$ cat src/rtl/dct_pkg.sv
package dct_pkg;
  localparam int unsigned CW        = 32;
  localparam int unsigned PW        = 8;
  localparam int unsigned FLAG_BIT  = 8;
  localparam int unsigned IE_BIT    = 5;
  localparam int unsigned START_ADR = 0;
  localparam int unsigned CH_BASE   = 4;
  localparam int unsigned CH_STRIDE = 12;

  // last prescale phase index: divisor 4 << (2*sel), selectors above 3 fold to 4
  function automatic logic [PW-1:0] last_phase(input logic [2:0] sel);
    logic [PW:0] div;
    div = (sel > 3'd3) ? (PW+1)'(4) : ((PW+1)'(4) << {sel[1:0], 1'b0});
    return PW'(div - (PW+1)'(1));
  endfunction

  // next counter value on a tick
  function automatic logic [CW-1:0] next_count(input logic [CW-1:0] cur,
                                               input logic [CW-1:0] rel);
    return (cur == '0) ? rel : cur - CW'(1);
  endfunction
endpackage

$ cat src/rtl/dct_prescale.sv
module dct_prescale
  import dct_pkg::*;
(
  input  logic       clk,
  input  logic       rst_n,
  input  logic       run,
  input  logic       restart,
  input  logic [2:0] sel,
  output logic       tick
);
  logic [PW-1:0] phase_q;
  logic [PW-1:0] last;

  assign last = last_phase(sel);
  assign tick = run && !restart && (phase_q >= last);

  always_ff @(posedge clk) begin
    if (!rst_n || !run || restart || tick) phase_q <= '0;
    else                                   phase_q <= phase_q + PW'(1);
  end
endmodule

$ cat src/rtl/dct_channel.sv
module dct_channel
  import dct_pkg::*;
(
  input  logic          clk,
  input  logic          rst_n,
  input  logic          run,
  input  logic          wr_cnt,
  input  logic          wr_rel,
  input  logic          wr_ctl,
  input  logic [CW-1:0] wdata,
  output logic [CW-1:0] cnt,
  output logic [CW-1:0] rel,
  output logic [CW-1:0] ctl_rd,
  output logic          tick,
  output logic          uflow,
  output logic          flag,
  output logic          ie,
  output logic          clr,
  output logic          irq
);
  logic [2:0] sel_q;

  dct_prescale u_pre (
    .clk(clk), .rst_n(rst_n), .run(run), .restart(wr_cnt),
    .sel(sel_q), .tick(tick)
  );

  assign uflow  = tick && !wr_cnt && (cnt == '0);
  assign clr    = wr_ctl && !wdata[FLAG_BIT];
  assign irq    = flag && ie;
  assign ctl_rd = {23'b0, flag, 2'b0, ie, 2'b0, sel_q};

  always_ff @(posedge clk) begin
    if (!rst_n) begin
      cnt   <= '0;
      rel   <= '0;
      sel_q <= '0;
      ie    <= 1'b0;
      flag  <= 1'b0;
    end else begin
      if (wr_cnt)     cnt <= wdata;
      else if (tick)  cnt <= next_count(cnt, rel);
      if (wr_rel) rel <= wdata;
      if (wr_ctl) begin
        sel_q <= wdata[2:0];
        ie    <= wdata[IE_BIT];
      end
      if (uflow)    flag <= 1'b1;
      else if (clr) flag <= 1'b0;
    end
  end
endmodule

$ cat src/rtl/dct_timer.sv
module dct_timer
  import dct_pkg::*;
#(
  parameter int unsigned NCH = 3,
  parameter int unsigned AW  = 8
) (
  input  logic          clk,
  input  logic          rst_n,
  input  logic          bus_sel,
  input  logic          bus_we,
  input  logic [AW-1:0] bus_addr,
  input  logic [31:0]   bus_wdata,
  output logic [31:0]   bus_rdata,
  output logic [NCH-1:0] irq
);
  logic [NCH-1:0]         run_q;
  logic [NCH-1:0][CW-1:0] cnt_w, rel_w, ctl_w;
  logic [NCH-1:0]         hit_cnt, hit_rel, hit_ctl;
  logic [NCH-1:0]         tick_w, uflow_w, flag_w, ie_w, clr_w, wrcnt_w;
  logic                   hit_run, wr;

  assign wr      = bus_sel && bus_we;
  assign hit_run = (bus_addr == AW'(START_ADR));

  always_ff @(posedge clk) begin
    if (!rst_n)            run_q <= '0;
    else if (wr && hit_run) run_q <= bus_wdata[NCH-1:0];
  end

  for (genvar i = 0; i < NCH; i++) begin : g_ch
    localparam int unsigned BASE = CH_BASE + i * CH_STRIDE;
    assign hit_cnt[i] = (bus_addr == AW'(BASE));
    assign hit_rel[i] = (bus_addr == AW'(BASE + 4));
    assign hit_ctl[i] = (bus_addr == AW'(BASE + 8));
    assign wrcnt_w[i] = wr && hit_cnt[i];

    dct_channel u_ch (
      .clk(clk), .rst_n(rst_n), .run(run_q[i]),
      .wr_cnt(wrcnt_w[i]), .wr_rel(wr && hit_rel[i]), .wr_ctl(wr && hit_ctl[i]),
      .wdata(bus_wdata), .cnt(cnt_w[i]), .rel(rel_w[i]), .ctl_rd(ctl_w[i]),
      .tick(tick_w[i]), .uflow(uflow_w[i]), .flag(flag_w[i]), .ie(ie_w[i]),
      .clr(clr_w[i]), .irq(irq[i])
    );
  end

  always_comb begin
    bus_rdata = '0;
    if (hit_run) bus_rdata = 32'(run_q);
    for (int i = 0; i < NCH; i++) begin
      if (hit_cnt[i]) bus_rdata = cnt_w[i];
      if (hit_rel[i]) bus_rdata = rel_w[i];
      if (hit_ctl[i]) bus_rdata = ctl_w[i];
    end
  end
endmodule

$ cat config.mk
export PLATFORM = sky130hd
export DESIGN_NAME = dct_timer
export DESIGN_NICKNAME = d
export VERILOG_FILES = /design/src/rtl/dct_pkg.sv /design/src/rtl/dct_prescale.sv /design/src/rtl/dct_channel.sv /design/src/rtl/dct_timer.sv
export SDC_FILE = /design/constraint.sdc
export NUM_CORES = 1
export LEC_CHECK = 0
export BUFFER_PORTS_ARGS = -buffer_cell sky130_fd_sc_hd__buf_4
export CORE_MARGIN = 2
export CORE_UTILIZATION = 60
export DETAILED_ROUTE_END_ITERATION = 12
export GPL_TIMING_DRIVEN = 0
export PLACE_DENSITY = 0.76
export SETUP_SLACK_MARGIN = 0.05
export SLEW_MARGIN = 20
export SYNTH_ARGS = -nofsm -noshare
export SYNTH_HDL_FRONTEND = slang
export SYNTH_HIERARCHICAL = 1
export SYNTH_SLANG_ARGS = --single-unit
$ cat constraint.sdc
create_clock -name clk -period 4.8 [get_ports clk]
set_input_delay 0.72 -clock clk [delete_from_list [all_inputs] [get_ports clk]]
set_output_delay 0.72 -clock clk [all_outputs]
set_load 0.005 [all_outputs]
* After elaboration in Yosys (flattened, before gate mapping)
Index checks and enable logic that the tools add are counted.
** Operators by class
- Add/sub/neg operators :: 9
- Magnitude comparators :: 6
- Equal/unequal tests :: 9
- Shift operators :: 3
- Mux-type cells :: 28
- Reduce and logical (&&, ||, !) cells :: 56
** Operator list (count)
- 32-bit two-way mux :: 18
- 32-bit logical NOT :: 3
- 32-bit by 1-bit subtractor with 32-bit output (second input constant) :: 3
- 8-bit by 5-bit == test with 1-bit output (second input constant) :: 4
- 1-bit logical AND :: 29
- 8-bit by 1-bit adder with 8-bit output (second input constant) :: 3
- 8-bit >= comparator :: 3
- 8-bit two-way mux :: 3
- 3-bit by 3-bit << shifter with 8-bit output (first input constant) :: 3
- 8-bit by 1-bit subtractor with 8-bit output (second input constant) :: 3
- 8-bit by 4-bit == test with 1-bit output (second input constant) :: 2
- 8-bit by 6-bit == test with 1-bit output (second input constant) :: 2
- 2-bit nonzero test :: 6
- 3-bit by 2-bit greater-than comparator with 1-bit output (second input constant) :: 3
- 1-bit logical OR :: 9
- 8-bit by 3-bit == test with 1-bit output (second input constant) :: 1
- 1-bit logical NOT :: 8
- 8-bit logical NOT :: 1
- 1-bit two-way mux :: 6
- 3-bit two-way mux :: 1
** Word-level totals
- Register bits after elaboration :: 234
- Bits of input ports :: 44
- Output and inout bits :: 35
- Logic and storage cells :: 130

* Logic depth before layout (Yosys ltp)
Gate-level depths: netlist of run 1.
- Depth after elaboration :: 11
- Mapped depth :: 17
- Gate-level depth less buffers :: 16

* By module
Netlist of run 1, hierarchy kept.
** Modules (own cells, without submodules)
- dct_channel :: instances 3, cells an instance 467, area an instance 3900.0 sq um, sequential area each 1381.3 sq um
- dct_timer :: instances 1, cells an instance 443, area an instance 2874.0 sq um, sequential area each 60.1 sq um
- dct_prescale at g_ch[0].u_ch.u_pre ... :: instances 2, cells an instance 58, area an instance 511.7 sq um, sequential area each 160.2 sq um
- dct_prescale at g_ch[2].u_ch.u_pre :: instances 1, cells an instance 58, area an instance 536.8 sq um, sequential area each 160.2 sq um

* Worst setup path after synthesis of run 1
No wires, ideal clock.
- Path type :: flip-flop to flip-flop
- Start point :: reg g_ch[2].u_ch.sel_q[0]
- End point :: reg g_ch[2].u_ch.cnt[25]
- Setup time :: 0.136 ns
- Data arrival time :: 3.235 ns
- Data required time :: 4.664 ns
- Setup slack :: 1.430 ns
- Cell stages (with the launch flop) :: 15
- Buffers on the path :: 3
- Period minus slack after synthesis :: 3.370 ns
- Cell sequence :: dfxtp_1 -> or3b_2 -> ha_1 -> xnor2_1 -> ha_1 -> nand2_1 -> nor4_4 -> o21a_1 -> clkbuf_1 -> inv_1 -> clkbuf_1 -> clkbuf_1 -> and3_1 -> a21oi_1 -> o32ai_2
** Between the ends
- Cells in the longest elaborated chain, start to end :: 6
- Elaborated cells on any way between the ends :: 7
- Those cells by class :: add/sub (1); order compare (2); shift (1); mux (1); reduce/logical (2)
** Ends and longest elaborated chain
- start: declaration :: line dct_channel.sv:21 : logic [2:0] sel_q;
- start signal: assignment :: line dct_channel.sv:45 : sel_q <= wdata[2:0];
- 3-bit by 2-bit greater-than comparator with 1-bit output / 3-bit by 3-bit << shifter with 8-bit output (equally long branches) :: line dct_pkg.sv:13 : div = (sel > 3'd3) ? (PW+1)'(4) : ((PW+1)'(4) << {sel[1:0], 1'b0});
- 8-bit two-way mux * :: line dct_pkg.sv:13
- 8-bit by 1-bit subtractor with 8-bit output * :: line dct_pkg.sv:14 : return PW'(div - (PW+1)'(1));
- 8-bit >= comparator * :: line dct_prescale.sv:15 : assign tick = run && !restart && (phase_q >= last);
- 1-bit logical AND * :: line dct_prescale.sv:15
- net tick_w[2] :: line dct_timer.sv:19 : logic [NCH-1:0] tick_w, uflow_w, flag_w, ie_w, clr_w, wrcnt_w;
- 2-bit nonzero test (no source line) *
- end signal: assignment :: line dct_channel.sv:41 : if (wr_cnt) cnt <= wdata;
- end signal: assignment :: line dct_channel.sv:42 : else if (tick) cnt <= next_count(cnt, rel);
- end: declaration :: line dct_channel.sv:11 : output logic [CW-1:0] cnt,
The timed path passes the listed nets; every way through them passes the cells marked *.
A chain may end at the register's enable or synchronous reset.

* Worst setup path after layout of run 1
- Start point :: reg g_ch[1].u_ch.sel_q[0]
- End point :: reg g_ch[1].u_ch.cnt[7]
** Between the ends
- Cells in the longest elaborated chain, start to end :: 6
- Elaborated cells on any way between the ends :: 7
- Those cells by class :: add/sub (1); order compare (2); shift (1); mux (1); reduce/logical (2)
** Ends and longest elaborated chain (line)
- start: declaration :: dct_channel.sv:21
- start signal: assignment :: dct_channel.sv:45
- 3-bit by 2-bit greater-than comparator with 1-bit output / 3-bit by 3-bit << shifter with 8-bit output (equally long branches) :: dct_pkg.sv:13
- 8-bit two-way mux * :: dct_pkg.sv:13
- 8-bit by 1-bit subtractor with 8-bit output * :: dct_pkg.sv:14
- 8-bit >= comparator * :: dct_prescale.sv:15
- 1-bit logical AND * :: dct_prescale.sv:15
- net tick_w[1] :: dct_timer.sv:19
- 2-bit nonzero test (no source line) *
- end signal: assignment :: dct_channel.sv:41
- end signal: assignment :: dct_channel.sv:42
- end: declaration :: dct_channel.sv:11
Marked as above.

==> results of run 1 <==
[sequential cells by signal, indices dropped and copies added (netlist names)]
register / flops
g_ch.u_ch/cnt: 96
g_ch.u_ch/rel: 96
g_ch.u_ch/u_pre/phase_q: 24
g_ch.u_ch/sel_q: 9
g_ch.u_ch/flag: 3
g_ch.u_ch/ie: 3
run_q: 3
[Yosys cell counts (11+ instances only)]
| cell type | instances |
|---|---|
| a211oi_1 | 11 |
| a21o_1 | 23 |
| a21oi_1 | 95 |
| a22oi_1 | 28 |
| a31oi_1 | 48 |
| and3_1 | 32 |
| buf_1 | 17 |
| buf_2 | 26 |
| buf_4 | 93 |
| clkbuf_1 | 83 |
| dfxtp_1 | 234 |
| ha_1 | 30 |
| inv_1 | 31 |
| mux2_2 | 19 |
| mux2i_1 | 151 |
| nand2_1 | 127 |
| nand3_1 | 53 |
| nand4_1 | 17 |
| nor2_1 | 268 |
| nor3_1 | 64 |
| nor4_1 | 26 |
| nor4_4 | 11 |
| o21ai_0 | 134 |
| o21ai_1 | 21 |
| o221ai_1 | 16 |
| o22ai_1 | 26 |
| o2bb2ai_1 | 12 |
| o32ai_1 | 19 |
| or3_1 | 20 |
| xnor2_1 | 29 |
| xor2_1 | 55 |
[placed cells by master (no fill, tap or decap), types with 64 or more instances in the layout]
master,count
a21oi_1,95
buf_4,171
clkbuf_1,85
conb_1,81
dfxtp_1,234
mux2i_1,151
nand2_1,127
nor2_1,267
nor3_1,64
o21ai_0,134
[kinds of logic (layout without fill, tap and decap cells)]
kind of cell	count (synthesis)	after routing
AO/OA/AOI/OAI	528	528
XOR/XNOR	84	84
adder cells (fa/ha/maj)	30	30
buffers and inverters	256	379
flip-flops	234	234
multiplexers	171	171
other	3	83
AND/OR/NAND/NOR	712	712
[per-layer routing]
layer,up-vias,wire length [um]
li1,7594,-
met5,-,149
met3,355,9400
met1,8104,24900
met4,8,6370
met2,1395,27300
[worst max-delay path, stage by stage (launching register included)]
cell and delay, ps:
dfxtp_1 450, or3b_2 480, ha_1 230, xnor2_1 140, ha_1 320, nand4_1 110, a21oi_1 160, nor2_1 80
nor3b_1 160, clkbuf_1 490, inv_1 150, nor2_1 450, nand2_1 300, nor2_1 680, o21ai_0 200, o21ai_1 120
[per-stage QoR]
step           hold slack [ps]  worst slack (ps)
3_5_place_dp               429              90.8
6_report                   443               211
4_1_cts                    448               184
3_3_place_gp               424              77.4
5_1_grt                    463              91.8
2_1_floorplan              411              1430
[cell type report]
type,instances,area [um^2],area share
repair buffers,78,586,0.0319
clock buffers,34,752,0.0410
multi-input cells,1606,10400,0.565
plain buffers,222,1240,0.0674
flip-flops and latches,234,4680,0.255
inverters,34,128,0.00695
well taps,341,427,0.0232
clock inverters,11,161,0.00879
diodes,2,5.00,0.000273
[worst min path at each step]
stage / startpoint / end / slack [ps] / cells after the start
floorplan: g_ch[0].u_ch/u_pre/phase_q[0] / g_ch[0].u_ch/u_pre/phase_q[0] / 410 / 1
global placement: g_ch[0].u_ch/u_pre/phase_q[0] / g_ch[0].u_ch/u_pre/phase_q[0] / 420 / 1
detailed placement: g_ch[1].u_ch/u_pre/phase_q[0] / g_ch[1].u_ch/u_pre/phase_q[0] / 430 / 1
CTS: g_ch[0].u_ch/u_pre/phase_q[0] / g_ch[0].u_ch/u_pre/phase_q[0] / 450 / 1
global route: g_ch[1].u_ch/u_pre/phase_q[0] / g_ch[1].u_ch/u_pre/phase_q[0] / 460 / 1
finish: g_ch[0].u_ch/u_pre/phase_q[0] / g_ch[0].u_ch/u_pre/phase_q[0] / 440 / 1
[power breakdown]
part	internal, uW	total (uW)	switching (uW)
clock	1310	2180	874
sequential	1940	1950	2.39
combinational	147	438	291
total	3400	4570	1170
==> impl_metrics.tcl, run 1 <==
set metrics [dict create \
    min_period_ps 4590 \
    worst_pin_slew_ps 1140 \
    use_met3 0.137 \
    cap_violations 0 \
    die_y_um 168 \
    ant_nets 0 \
    cts_inserted_buffers 27 \
    synth-simple-area-share 0.233 \
    worstSetupStartpointType "register" \
    place_area_um2 17400 \
    path_clk_slew_ps 60 \
    clk_latency_ps 550 \
    fin_area_um2 18400 \
    grt_pass1_wl_um 99600 \
    end_kind "register" \
    setup_viol 0 \
    dieArea_um2 28200 \
    yosys_warnings 6 \
    final_cell_count_no_fill 2562 \
    grt_antenna_before_repair 3 \
    async_reset_ff_frac 0 \
    hold_violations 0 \
    io_pins 79 \
    num_vias 17456 \
    total_power_uw 4570 \
    drive_gt1_frac 0.151 \
    yosys-top-cells-area "dfxtp_1, mux2i_1, nor2_1" \
    leakage_uw 0.00724 \
    dp_hpwl_um 50400 \
    power_density_nw_per_um2 249 \
    reg2reg_from "g_ch[1].u_ch/sel_q[0]" \
    start_util 0.605 \
    nets 2277 \
    critPathCapture "g_ch[1].u_ch/cnt[7]" \
    holdBufCountCts 0 \
    status "completed" \
    gp_congestion 1.17 \
    ys_ff_latch 234 \
    grtUsageMet2 0.688 \
    fp-row-count 60 \
    critPathLaunch "g_ch[1].u_ch/sel_q[0]" \
    viasPerCell 6.81 \
    fin_setup_tns_ps 0 \
    synth_xor_area_frac 0.0456 \
    rrSetupSlack_ps 210 \
    clockBufferDepth 3 \
    synthAdderAreaFrac 0.0233 \
    cts-root-buf "clkbuf_16" \
    die_w_um 168 \
    use_met1 0.583 \
    synth_top_family_by_area "simple AND/OR/NAND/NOR gates" \
    top_usage_layer "met2" \
    critPathKind "reg2reg" \
    yosys.area.top_type_share 0.290 \
    ff2ff_path_depth 15 \
    worstPathRequired_ps 5290 \
    synthCells 2018 \
    maxSlewViolCount 0 \
    route.detailed.drc 0 \
    grt_pass1_vias 16355 \
    finalCritPeriodShare 0.956 \
    grt_start_max_net_pins 16 \
    cts_tree "yes" \
    avgSynthCellArea_um2 8.00 \
    post-place-cells 2515 \
    ctsResizeCount 0 \
    synth.largest_area_cell "dfxtp_1" \
    grt-ovfl-total 0 \
    core_um2 26700 \
    post-cts-setup-buffers 0 \
    timing.fmax_mhz 218 \
    ys_seq_area_frac 0.290 \
    io_buffers 78 \
    syn_area_um2 16100 \
    rsz0062_at_grt "false" \
    first_pass_iters 6 \
    final_core_util 0.689 \
    synthFlopType "dfxtp_1" \
    drtIter0Drc 2656 \
    fin_skew_ps 17.4 \
    grtUsageTotal 0.468 \
    clkSinkCount 234 \
    wl_um 68100 \
    slew_headroom 0.236 \
    ir_drop_mv 0.256 \
    wire_per_inst_um 26.6 \
    htreeDepth 1 \
    min_path_type "reg2reg" \
    synth_edf_count 0 \
    crit_path_max_fanout 10 \
    synth_cell_types 86 \
    r2r-end "g_ch[1].u_ch/cnt[7]" \
    synthMuxAreaShare 0.108 \
    worstPathArrival_ps 5080 \
    synth_compound_area_frac 0.215 \
    fill_cells 2261 \
    syn2layout_area_growth_pct 13.8 \
]
Power figures use the tool's default switching activity.
==> run 2: changes to the inputs <==
CORE_UTILIZATION = 40   (was 60)
PLACE_DENSITY = 0.54   (was 0.76)
clock period = 4.9 ns   (was 4.8 ns; I/O delays follow)
==> run 2 against run 1 <==
  * Non-clock buffer count unchanged
  * Combinational power increased by 0.9%
  * Global-route usage decreased by 11 points
  * Critical path type unchanged
==> impl_metrics.tcl, run 2 (synthesis gave the netlist of run 1 again) <==
set metrics [dict create \
    status "completed" \
    reg_top3 "g_ch.u_ch/cnt: 96 flops, g_ch.u_ch/rel: 96 flops, g_ch.u_ch/u_pre/phase_q: 24 flops" \
    crit_path_max_fanout 10 \
    cts_inserted_buffers 29 \
    grt_pass1_vias 15372 \
    worstSetupStartpointType "register" \
    setup_ws_ps 299 \
    wl_um 76800 \
    grt_start_max_net_pins 16 \
    grtUsageTotal 0.361 \
    mostFrequentLayoutCells "nor2_1, dfxtp_1, buf_4" \
    maxSlewViolCount 0 \
    dp_hpwl_um 57500 \
    clk_latency_ps 580 \
    wire_per_inst_um 27.9 \
    first_pass_iters 6 \
    slew_headroom 0.225 \
    grt_antenna_before_repair 2 \
    worstPathRequired_ps 5410 \
    leakage_uw 0.00726 \
    gp_congestion 1.03 \
    fp-row-count 73 \
    final_cell_count_no_fill 2753 \
    hold_violations 0 \
    route.detailed.drc 0 \
    ff2ff_path_depth 14 \
    min_path_type "reg2reg" \
    path_clk_slew_ps 60 \
    p_seq_frac 0.413 \
    power_density_nw_per_um2 247 \
    core_um2 39700 \
    setup_viol 0 \
    io_pins 79 \
    critPathLaunch "g_ch[2].u_ch/sel_q[0]" \
    multiInputGateArea_um2 10400 \
    p_sw_uw 1240 \
    num_vias 16664 \
    post-place-cells 2699 \
    path_delay_family "simple AND/OR/NAND/NOR gates" \
    crit_path_top_delay_cell "nor4_4" \
    min_delay_path_depth 1 \
    hold_end "g_ch[1].u_ch/u_pre/phase_q[0]" \
    end_kind "register" \
    cts-root-buf "clkbuf_16" \
    cp_cell_sequence "or3b_2, ha_1, xnor2_1, ha_1, nand2_1, nor4_4, o21a_1, clkbuf_1, inv_1, nor2_1, nand2_1, nor2_2, o21ai_0, o21ai_1" \
    finalCritPeriodShare 0.939 \
    worst_pin_slew_ps 1150 \
    dieArea_um2 42000 \
    worstPathArrival_ps 5110 \
    clockPowerShare 0.491 \
    viasPerCell 6.05 \
    r2r-end "g_ch[2].u_ch/cnt[7]" \
    rrSetupSlack_ps 300 \
    drtIter0Drc 1908 \
    drive_gt1_frac 0.154 \
    fin_skew_ps 10.4 \
    ff_latch_area_um2 4680 \
    place_ws_ps 51.3 \
    total_power_uw 4610 \
    grt_pass1_wl_um 109000 \
    power_switching_share 0.270 \
    p_int_uw 3370 \
    slowest_delay_ps 500 \
    syn2layout_area_growth_pct 15.6 \
    min_period_ps 4600 \
    p_comb_frac 0.096 \
    cap_violations 0 \
    crit_buf_inv 2 \
    start_util 0.406 \
    post-cts-setup-buffers 0 \
    clockBufferDepth 3 \
    timing.fmax_mhz 217 \
    htreeDepth 1 \
    critPathKind "reg2reg" \
    ant_nets 0 \
    reg2reg_from "g_ch[2].u_ch/sel_q[0]" \
    cts_tree "yes" \
    fill_cells 4044 \
    final_common_cell "nor2_1" \
    die_w_um 205 \
    io_buffers 78 \
    grt-ovfl-total 0 \
    nets 2279 \
    min-delay-start "g_ch[1].u_ch/u_pre/phase_q[0]" \
    hold_ws_ps 442 \
    clkSinkCount 234 \
    die_y_um 205 \
    rsz0062_at_grt "true" \
    ir_drop_mv 0.219 \
    final_core_util 0.470 \
]
## run 2: layout make-up
| class | count | share of cell area |
|---|---|---|
| repair buffers | 78 | 0.0314 |
| multi-input cells | 1606 | 0.557 |
| clock inverters | 14 | 0.00892 |
| diodes | 1 | 0.000134 |
| inverters | 34 | 0.00684 |
| plain buffers | 222 | 0.0663 |
| well taps | 525 | 0.0352 |
| flip-flops and latches | 234 | 0.251 |
| clock buffers | 39 | 0.0436 |
## run 2: power groups by stage
stage	Sequential, uW	Clock [uW]	Combinational [uW]
global route	1900	2360	457
CTS	1910	2290	426
global placement	1950	0	425
floorplan	1950	0	222
detailed placement	1950	0	425
finish	1910	2260	442
## run 2: layer usage
layer	routed length, um	vias up	global-route usage	part of all wire
li1	-	7616	-	-
met1	32200	8005	0.478	0.42
met3	7380	182	0.0819	0.096
met4	4870	2	0.195	0.063
met5	14	-	0	0.00018
met2	32300	859	0.543	0.42
## run 2: how the worst max path moves through the flow
| stage | to | slack (ps) | depth (start not counted) |
|---|---|---|---|
| after detailed placement | g_ch[1].u_ch/cnt[7] | 50 | 14 |
| after floorplan | g_ch[2].u_ch/cnt[25] | 1530 | 14 |
| after global routing | g_ch[2].u_ch/cnt[7] | 3 | 14 |
| after CTS | g_ch[2].u_ch/cnt[7] | 110 | 14 |
| final | g_ch[2].u_ch/cnt[7] | 300 | 14 |
| after global placement | g_ch[1].u_ch/cnt[7] | -6 | 14 |
## run 2: repair_timing
item	CTS	global route
setup endpoints to repair	0	8
gates resized for setup	0	2
hold buffers	0	0
## run 2: worst reg2reg max path: stages (launching register included)
cell	delay (ps)
dfxtp_1	480
or3b_2	480
ha_1	240
xnor2_1	140
ha_1	280
nand2_1	110
nor4_4	500
o21a_1	200
clkbuf_1	460
inv_1	160
nor2_1	410
nand2_1	360
nor2_2	450
o21ai_0	170
o21ai_1	110
## run 2: metrics by stage
| stage | area [um^2] | setup TNS (ps) |
|---|---|---|
| 2_1_floorplan | 16400 | 0 |
| 3_3_place_gp | 17700 | -6.48 |
| 3_5_place_dp | 17700 | 0 |
| 4_1_cts | 18600 | 0 |
| 5_1_grt | 18700 | 0 |
| 6_report | 18700 | 0 |
==> run 3: changes to the inputs <==
CORE_ASPECT_RATIO = 0.6   (was default)
==> run 3 against run 2 <==
  * Final cell count fell by 0.22%
  * Utilization is 0.25 points higher
  * Die area up 0.13%
  * Worst hold slack worse by 1.1 ps
  * Power decreased by 0.62%
  * Clock skew grew 5.9 ps
  * Sequential share of layout area about the same
  * Via count grew 3.0%
  * Global-route usage is 1.1 points higher
  * Highest routed layer unchanged
  * Clock power is 2% lower
==> impl_metrics.tcl, run 3 (synthesis gave the netlist of run 1 again) <==
set metrics [dict create \
    setup_ws_ps 235 \
    r2r-end "g_ch[1].u_ch/cnt[7]" \
    nets 2277 \
    wl_um 80000 \
    cts_tree "yes" \
    grt_pass1_wl_um 114000 \
    fill_cells 4007 \
    path_delay_family "simple AND/OR/NAND/NOR gates" \
    num_vias 17170 \
    core_um2 39400 \
    final_core_util 0.472 \
    final_common_cell "nor2_1" \
    post-cts-setup-buffers 0 \
    syn2layout_area_growth_pct 15.4 \
    hold_end "g_ch[0].u_ch/u_pre/phase_q[0]" \
    use_met1 0.576 \
    fin_skew_ps 16.3 \
    finalCritPeriodShare 0.952 \
    cap_violations 0 \
    route.detailed.drc 0 \
    rsz0062_at_grt "false" \
    cp_cell_sequence "or3b_2, ha_1, xnor2_1, ha_1, nand4_1, a21oi_1, nor2_1, nor3b_2, clkbuf_2, inv_1, nor2_1, nand2_1, nor2_2, o21ai_0, o21ai_1" \
    min_delay_path_depth 1 \
    clkSinkCount 234 \
    holdBufCountCts 0 \
    grt_antenna_before_repair 2 \
    top_usage_layer "met1" \
    fin_area_um2 18600 \
    ir_drop_mv 0.206 \
    gp_congestion 1.01 \
    grtUsageTotal 0.372 \
    wire_per_inst_um 29.1 \
    crit_buf_inv 2 \
    drtIter0Drc 2482 \
    setup_viol 0 \
    viasPerCell 6.25 \
    leakage_uw 0.00725 \
    die_y_um 160 \
    path_clk_slew_ps 70 \
    slew_headroom 0.283 \
    dp_hpwl_um 61900 \
    dieArea_um2 42000 \
    reg2reg_from "g_ch[1].u_ch/sel_q[0]" \
    grt_start_max_net_pins 16 \
    mostFrequentLayoutCells "nor2_1, dfxtp_1, buf_4" \
    hold_violations 0 \
    rrSetupSlack_ps 230 \
    die_w_um 263 \
    min_path_type "reg2reg" \
    maxSlewViolCount 0 \
    crit_path_top_delay_cell "nor3b_2" \
    grt-ovfl-total 0 \
    power_density_nw_per_um2 246 \
    reg_top3 "g_ch.u_ch/cnt: 96 flops, g_ch.u_ch/rel: 96 flops, g_ch.u_ch/u_pre/phase_q: 24 flops" \
    grt_pass1_vias 15726 \
    grtUsageMet2 0.482 \
    drive_gt1_frac 0.154 \
    hold_ws_ps 441 \
    worst_pin_slew_ps 1080 \
    start_util 0.409 \
    crit_path_max_fanout 10 \
    status "completed" \
    timing.fmax_mhz 214 \
    cts_inserted_buffers 27 \
    ff2ff_path_depth 15 \
    worstSetupStartpointType "register" \
    worstPathArrival_ps 5170 \
    end_kind "register" \
    slowest_delay_ps 520 \
    ant_nets 0 \
    critPathKind "reg2reg" \
    place_ws_ps -604 \
    fin_setup_tns_ps 0 \
    first_pass_iters 5 \
    io_pins 79 \
    fp-row-count 56 \
    htreeDepth 1 \
    min-delay-start "g_ch[0].u_ch/u_pre/phase_q[0]" \
    worstPathRequired_ps 5410 \
    io_buffers 78 \
    ctsResizeCount 2 \
    cts-root-buf "clkbuf_16" \
    clockBufferDepth 3 \
    place_area_um2 17700 \
    clk_latency_ps 570 \
    use_met3 0.112 \
    min_period_ps 4670 \
]
## run 3: changes by cell type in the layout (fill, tap and decap cells not counted), moves of 2 or more
cell       before  now
clkbuf_2        0    2
clkinv_4        2    0
diode_2         1    3
clkbuf_1       88   84
clkbuf_16      29   27
## run 3: stage by stage
step           power, uW  cells
2_1_floorplan       2170   2096
3_3_place_gp        2380   2696
3_5_place_dp        2380   2696
4_1_cts             4570   2744
5_1_grt             4690   2744
6_report            4580   2747
## run 3: routing by layer
| layer | vias up | part of all wire |
|---|---|---|
| met5 | - | 0.00016 |
| met2 | 1033 | 0.37 |
| met4 | 2 | 0.031 |
| met3 | 120 | 0.13 |
| met1 | 8385 | 0.47 |
| li1 | 7630 | - |
## run 3: how the worst max path moves through the flow
| stage | startpoint | end | slack, ps | cells past startpoint |
|---|---|---|---|---|
| finish | g_ch[1].u_ch/sel_q[0] | g_ch[1].u_ch/cnt[7] | 230 | 15 |
| global route | g_ch[2].u_ch/sel_q[0] | g_ch[2].u_ch/cnt[7] | 110 | 14 |
| global placement | bus_addr[3] | g_ch[1].u_ch/cnt[7] | -660 | 14 |
| floorplan | g_ch[2].u_ch/sel_q[0] | g_ch[2].u_ch/cnt[25] | 1530 | 14 |
| CTS | g_ch[0].u_ch/sel_q[0] | g_ch[0].u_ch/cnt[7] | 180 | 15 |
| detailed placement | bus_addr[3] | g_ch[1].u_ch/cnt[7] | -600 | 14 |
## run 3: power breakdown
part           switching (uW)  internal (uW)  leakage [uW]
registers                2.49           1900       0.00188
clock network             928           1300      0.000453
logic                     311            144       0.00491
## run 3: layout make-up
cell class / count / area (um^2) / area share
inverters: 34 / 128 / 0.00685
plain buffers: 222 / 1240 / 0.0666
repair buffers: 78 / 586 / 0.0314
clock inverters: 13 / 176 / 0.00947
diodes: 3 / 7.51 / 0.000403
clock buffers: 35 / 756 / 0.0406
multi-input cells: 1606 / 10400 / 0.558
flip-flops and latches: 234 / 4680 / 0.252
well taps: 522 / 653 / 0.0351
